**src/rtl/tmu_pkg.sv**
```systemverilog
package tmu_pkg;
  localparam int unsigned DATA_W     = 32;
  localparam int unsigned SEL_W      = 3;
  localparam int unsigned NUM_RATIOS = 5;
  localparam int unsigned FLAG_BIT   = 8;
  localparam int unsigned IE_BIT     = 5;
  localparam int unsigned START_OFS  = 4;
  localparam int unsigned WIN_BASE   = 8;
  localparam int unsigned WIN_STRIDE = 12;

  typedef enum int unsigned {
    REG_CONST = 0,
    REG_COUNT = 1,
    REG_CTRL  = 2
  } chan_reg_e;

  function automatic int unsigned win_addr(int unsigned ch, chan_reg_e r);
    return WIN_BASE + WIN_STRIDE * ch + 4 * int'(r);
  endfunction
endpackage

```
**src/rtl/tmu_prescaler.sv**
```systemverilog
module tmu_prescaler
  import tmu_pkg::*;
#(
  parameter int unsigned N_RATIOS = NUM_RATIOS
) (
  input  logic             clk_i,
  input  logic             rst_ni,
  input  logic             run_i,
  input  logic [SEL_W-1:0] sel_i,
  output logic             tick_o
);
  localparam int unsigned PW   = 2 * N_RATIOS;
  localparam int unsigned NSEL = 1 << SEL_W;

  logic [PW-1:0]   pcnt_q;
  logic [NSEL-1:0] hit;

  always_ff @(posedge clk_i or negedge rst_ni) begin
    if (!rst_ni)     pcnt_q <= '0;
    else if (!run_i) pcnt_q <= '0;
    else             pcnt_q <= pcnt_q + 1'b1;
  end

  // ratio 4^(k+1): low 2(k+1) bits all ones; codes past the table use the slowest
  for (genvar k = 0; k < NSEL; k++) begin : g_hit
    if (k < N_RATIOS) begin : g_real
      assign hit[k] = &pcnt_q[2*k+1:0];
    end else begin : g_clamp
      assign hit[k] = &pcnt_q;
    end
  end

  assign tick_o = run_i & hit[sel_i];
endmodule

```
**src/rtl/tmu_channel.sv**
```systemverilog
module tmu_channel
  import tmu_pkg::*;
(
  input  logic              clk_i,
  input  logic              rst_ni,
  input  logic              run_i,
  input  logic              wr_const_i,
  input  logic              wr_count_i,
  input  logic              wr_ctrl_i,
  input  logic [DATA_W-1:0] wdata_i,
  output logic [DATA_W-1:0] const_o,
  output logic [DATA_W-1:0] count_o,
  output logic [DATA_W-1:0] ctrl_o,
  output logic              uflow_o,
  output logic              irq_o
);
  logic [DATA_W-1:0] const_q, count_q;
  logic [SEL_W-1:0]  sel_q;
  logic              ie_q, flag_q, tick;

  tmu_prescaler #(.N_RATIOS(NUM_RATIOS)) u_psc (
    .clk_i (clk_i),
    .rst_ni(rst_ni),
    .run_i (run_i),
    .sel_i (sel_q),
    .tick_o(tick)
  );

  assign uflow_o = tick && (count_q == '0);

  always_ff @(posedge clk_i or negedge rst_ni) begin
    if (!rst_ni) begin
      const_q <= '1;
      count_q <= '1;
      sel_q   <= '0;
      ie_q    <= 1'b0;
      flag_q  <= 1'b0;
    end else begin
      if (wr_const_i) const_q <= wdata_i;
      if (wr_count_i)   count_q <= wdata_i;
      else if (uflow_o) count_q <= const_q;
      else if (tick)    count_q <= count_q - 1'b1;
      if (wr_ctrl_i) begin
        sel_q <= wdata_i[SEL_W-1:0];
        ie_q  <= wdata_i[IE_BIT];
      end
      if (uflow_o) flag_q <= 1'b1;
      else if (wr_ctrl_i && !wdata_i[FLAG_BIT]) flag_q <= 1'b0;
    end
  end

  always_comb begin
    ctrl_o              = '0;
    ctrl_o[SEL_W-1:0]   = sel_q;
    ctrl_o[IE_BIT]      = ie_q;
    ctrl_o[FLAG_BIT]    = flag_q;
  end

  assign const_o = const_q;
  assign count_o = count_q;
  assign irq_o   = flag_q & ie_q;
endmodule

```
**src/rtl/countdown_timer_unit.sv**
```systemverilog
module countdown_timer_unit
  import tmu_pkg::*;
#(
  parameter int unsigned NUM_CH = 3,
  parameter int unsigned ADDR_W = 6
) (
  input  logic              clk_i,
  input  logic              rst_ni,
  input  logic              bus_sel_i,
  input  logic              bus_we_i,
  input  logic [ADDR_W-1:0] bus_addr_i,
  input  logic [DATA_W-1:0] bus_wdata_i,
  output logic [DATA_W-1:0] bus_rdata_o,
  output logic [NUM_CH-1:0] irq_o
);
  localparam logic [ADDR_W-1:0] START_ADDR = ADDR_W'(START_OFS);

  logic                           wr_en, wr_start;
  logic [NUM_CH-1:0]              run_q;
  logic [NUM_CH-1:0]              wr_count_all, uflow_all;
  logic [NUM_CH-1:0][DATA_W-1:0]  const_all, count_all, ctrl_all;

  assign wr_en    = bus_sel_i & bus_we_i;
  assign wr_start = wr_en && (bus_addr_i == START_ADDR);

  always_ff @(posedge clk_i or negedge rst_ni) begin
    if (!rst_ni)       run_q <= '0;
    else if (wr_start) run_q <= bus_wdata_i[NUM_CH-1:0];
  end

  for (genvar n = 0; n < NUM_CH; n++) begin : g_ch
    localparam logic [ADDR_W-1:0] A_CONST = ADDR_W'(win_addr(n, REG_CONST));
    localparam logic [ADDR_W-1:0] A_COUNT = ADDR_W'(win_addr(n, REG_COUNT));
    localparam logic [ADDR_W-1:0] A_CTRL  = ADDR_W'(win_addr(n, REG_CTRL));
    logic wr_const, wr_ctrl;

    assign wr_const        = wr_en && (bus_addr_i == A_CONST);
    assign wr_count_all[n] = wr_en && (bus_addr_i == A_COUNT);
    assign wr_ctrl         = wr_en && (bus_addr_i == A_CTRL);

    tmu_channel u_ch (
      .clk_i     (clk_i),
      .rst_ni    (rst_ni),
      .run_i     (run_q[n]),
      .wr_const_i(wr_const),
      .wr_count_i(wr_count_all[n]),
      .wr_ctrl_i (wr_ctrl),
      .wdata_i   (bus_wdata_i),
      .const_o   (const_all[n]),
      .count_o   (count_all[n]),
      .ctrl_o    (ctrl_all[n]),
      .uflow_o   (uflow_all[n]),
      .irq_o     (irq_o[n])
    );
  end

  always_comb begin
    bus_rdata_o = '0;
    if (bus_addr_i == START_ADDR) bus_rdata_o[NUM_CH-1:0] = run_q;
    for (int n = 0; n < NUM_CH; n++) begin
      if (bus_addr_i == ADDR_W'(win_addr(n, REG_CONST))) bus_rdata_o = const_all[n];
      if (bus_addr_i == ADDR_W'(win_addr(n, REG_COUNT))) bus_rdata_o = count_all[n];
      if (bus_addr_i == ADDR_W'(win_addr(n, REG_CTRL)))  bus_rdata_o = ctrl_all[n];
    end
  end
endmodule

```
**config.mk**
```make
export PLATFORM = sky130hd
export DESIGN_NAME = countdown_timer_unit
export DESIGN_NICKNAME = d
export VERILOG_FILES = /design/src/rtl/tmu_pkg.sv /design/src/rtl/tmu_prescaler.sv /design/src/rtl/tmu_channel.sv /design/src/rtl/countdown_timer_unit.sv
export SDC_FILE = /design/constraint.sdc
export NUM_CORES = 1
export LEC_CHECK = 0
export BUFFER_PORTS_ARGS = -buffer_cell sky130_fd_sc_hd__buf_4
export CAP_MARGIN = 20
export CORE_MARGIN = 1
export CORE_UTILIZATION = 43
export DETAILED_ROUTE_END_ITERATION = 7
export PLACE_DENSITY_LB_ADDON = 0.08
export SLEW_MARGIN = 40
export SYNTH_ARGS = -nofsm -noshare
export SYNTH_HDL_FRONTEND = slang
export SYNTH_SLANG_ARGS = --single-unit
```
**constraint.sdc**
```tcl
create_clock -name clk_i -period 3.6 [get_ports clk_i]
set_input_delay 0.36 -clock clk_i [delete_from_list [all_inputs] [get_ports clk_i]]
set_output_delay 0.36 -clock clk_i [all_outputs]
set_load 0.005 [all_outputs]
```
==> summary.md <==
| Metric | Value |
|---|---|
| Die ar. | `0.03384 sq mm` |
| Syn Area/Cell | `9.453 sq um` |
| Final Skew | `0.01130 ns` |
| Endpoints failing hold | `0` |
| Crit path from | `g_ch[0].u_ch.count_o[0]$_DFFE_PN1P_` |
| P_leak | `6.859 nW` |
| Initial antenna violation count | `0` |
| Fin Setup TNS | `0 ns` |
| Initial core utilization | `43.75%` |
| Outcome | `complete, no violations` |
| EDFF count, synth | `0` |
| Synth area leaders | `dfstp_2 35%, mux2_2 9.3%, dfrtp_1 8.4%` |
| Worst setup EP type | `primary output` |
| GR Util met3 | `4.219%` |
| CP max-delay cell | `a2111oi_0` |
| Root Buffer | `clkbuf_16` |
| Reg2reg start | `g_ch[0].u_ch.count_o[26]$_DFFE_PN1P_` |
| Global route hottest layer | `met1` |
| Final min period | `2.999 ns` |
| Site Rows | `66` |
| # IOs | `77` |
| FFs w/ async S/R, synth | `100.0%` |
| Post-synth top area cell | `dfstp_2` |
| CTS tree | `built` |
| GR Util met1 | `43.60%` |
| Fin. max-slew vios | `0` |
| Syn Nets | `1557` |
| Crit path DAT | `2.64 ns` |
| Final instance area | `0.01653 sq mm` |
| CTS buffer count | `30` |
| Top_reg_cell synth | `dfstp_2` |
| Via density | `6.290` |
| Global placement routability congestion | `0.9252` |
| Yosys warns | `0` |
| Smallest setup slack after layout | `0.6006 ns` |
| Register-to-Register Setup Slack | `0.65 ns` |
| Clock sinks | `240` |
| Post-synth top cells | `192 x dfstp_2, 151 x nor2_1, 135 x nand2_1, 117 x mux2_2, 97 x a21oi_1` |
| M2 GR Usage | `42.95%` |
| Synth top area share | `35.44%` |
| Core area | `0.03254 sq mm` |
| Crit path top cell by count | `a2111oi_0` |
| Dpl ws | `0.6914 ns` |
| Max_slew headroom | `45.24%` |
| Largest net degree at the start of global routing | `92` |
| Grt ovf | `0` |
| Flops & latches, synth | `240` |
| Fin crit share | `83.32%` |
| Crit path largest cell delay | `0.71 ns` |
| Sequential area share after synthesis | `43.87%` |
| Synth cell types | `63` |
| Setup violators final | `0` |
| RSZ-0062 raised after global routing | `false` |
| Number of global-route vias before repair | `12070` |
| WL final | `48.46 mm` |
| Die Y-Extent | `184.0 um` |
| Worst R2R Path Depth | `7` |
| PwrDens | `625.2 mW/mm^2` |
| Fmax | `0.3334 GHz` |
| Reg2reg end | `g_ch[0].u_ch.count_o[25]$_DFFE_PN1P_` |
| CP Capture Point | `bus_rdata_o[0]` |
| # DRC | `0` |
| Worst hold path type | `in2reg` |
| Chip Width | `184.0 um` |
| Final HPWL DP | `34.78 mm` |
| CTS Buffer Depth | `3` |
| Setup CP Type | `reg2out` |
| Area after DPL | `0.01543 sq mm` |
| Total track usage | `28.82%` |
| Drt first pass iters | `8` |
| Max-Cap Viols | `0` |
| Share of layout cells above drive strength 1 | `32.66%` |
| Mapped Area | `0.01424 sq mm` |
| Synth Instances | `1506` |
| Most common cell in the netlist | `dfstp_2` |
| WL per Instance | `23.92 um` |
| Worst endpoint required time | `3.24 ns` |
| CP Cell Sequence | `mux2_2 > a221oi_1 > a2111oi_0 > a2111oi_0 > o21ai_0 > buf_4` |
| Clk slew on worst S/H paths | `0.06 ns` |
| DRT antenna net count | `0` |
| Syn-to-layout area delta | `16.12%` |
| CP max FO | `5` |
| Worst VDD drop | `417.4 uV` |
| # Post-CTS Setup Buffers | `0` |
| H-tree Lvls | `1` |
| DR vias | `12740` |
| Layout Nets | `1610` |
| Crit start category | `flip-flop` |
| Smallest hold slack | `0.07891 ns` |
| I/O Buffers | `76` |
| Worst-margin pin slew | `0.8214 ns` |
| First-pass GRT wire length | `74.80 mm` |
| Initial DRC Count | `1352` |
| Clk_lat worst skew | `0.56 ns` |
-- worst min-delay path by stage --
stage	startpoint	to	slack (ns)	cells past startpoint
after floorplan	rst_ni	g_ch[0].u_ch.flag_q$_DFFE_PN0P_	0.06	0
after global placement	rst_ni	g_ch[2].u_ch.u_psc.pcnt_q[4]$_DFF_PN0_	0.43	1
after detailed placement	rst_ni	g_ch[2].u_ch.u_psc.pcnt_q[4]$_DFF_PN0_	0.44	1
after CTS	bus_wdata_i[26]	g_ch[2].u_ch.count_o[26]$_DFFE_PN1P_	0.06	3
after global routing	bus_wdata_i[12]	g_ch[2].u_ch.count_o[12]$_DFFE_PN1P_	0.08	3
final	bus_wdata_i[26]	g_ch[2].u_ch.count_o[26]$_DFFE_PN1P_	0.08	3
-- state kept, by name, summed over array words and instances, names as in the netlist --
register                cells
g_ch.u_ch.u_psc.pcnt_q     30
g_ch.u_ch.sel_q             9
g_ch.u_ch.const_o          96
g_ch.u_ch.ie_q              3
run_q                       3
g_ch.u_ch.flag_q            3
g_ch.u_ch.count_o          96
-- critical path, delay by kind of cell, from the launching register on --
kind	cells	cell delay, ns
multiplexers	1	0.16
AO/OA/AOI/OAI	4	1.18
buffers and inverters	1	0.17
flip-flops	1	0.57
-- where the power goes --
part           leakage [nW]  switching [mW]  internal, mW  total [mW]
clock network         0.540            1.22          2.07        3.29
logic                  3.70            1.56          1.15        2.71
registers              2.62           0.795          3.54        4.33
-- cell usage in the layout, fill, tap and decap left out, drive strengths merged, types with 15 or more instances in the layout --
cell type,instances
dfstp,192
mux2,117
o21ai,76
nor2,153
o221ai,21
a21oi,97
buf,127
o211ai,16
xnor2,43
and3,25
nor3,43
nor4,36
or3,18
xor2,52
nand3,69
inv,15
a222oi,55
and2,15
o22ai,17
dfrtp,48
nand2,135
clkbuf,39
-- metal layers --
layer / wire (um) / up-vias
met1: 22700 / 6456
met3: 3539 / 75
li1: - / 5727
met5: 0 / -
met2: 21170 / 485
met4: 1044 / 0
-- stage by stage --
stage | instances | utilization (%) | power, mW
6_report | 2026 | 50.81 | 10.34
5_1_grt | 2025 | 50.80 | 10.90
4_1_cts | 2025 | 50.80 | 10.36
3_5_place_dp | 1968 | 47.44 | 7.024
3_3_place_gp | 1968 | 47.44 | 6.971
2_1_floorplan | 1506 | - | 6.009
-- final cells by class --
type | count | area [sq um]
Inverter | 15 | 56.30
Tap cell | 442 | 553.0
Fill cell | 3035 | 16010
Timing Repair Buffer | 128 | 1008
Antenna cell | 1 | 2.502
Multi-Input combinational cell | 1144 | 7581
Clock buffer | 39 | 845.8
Sequential cell | 240 | 6246
Clock inverter | 17 | 237.7
-- cells by family after synthesis --
family,synth area share (%)
and+or+nand+nor,18.16
AOI/OAI and AO/OA,17.77
DFF,43.87
muxes,10.17
buffers and inverters,3.392
xor gates and xnor gates,5.845
adders and majority gates,0.7910
-- what timing repair did --
item | 4_1_cts | 5_1_grt
endpoints found under the hold margin | 46 | 0
gates resized for setup | 0 | 0
hold buffers | 1 | 0
No activity file was read; power rests on OpenSTA's default activity.
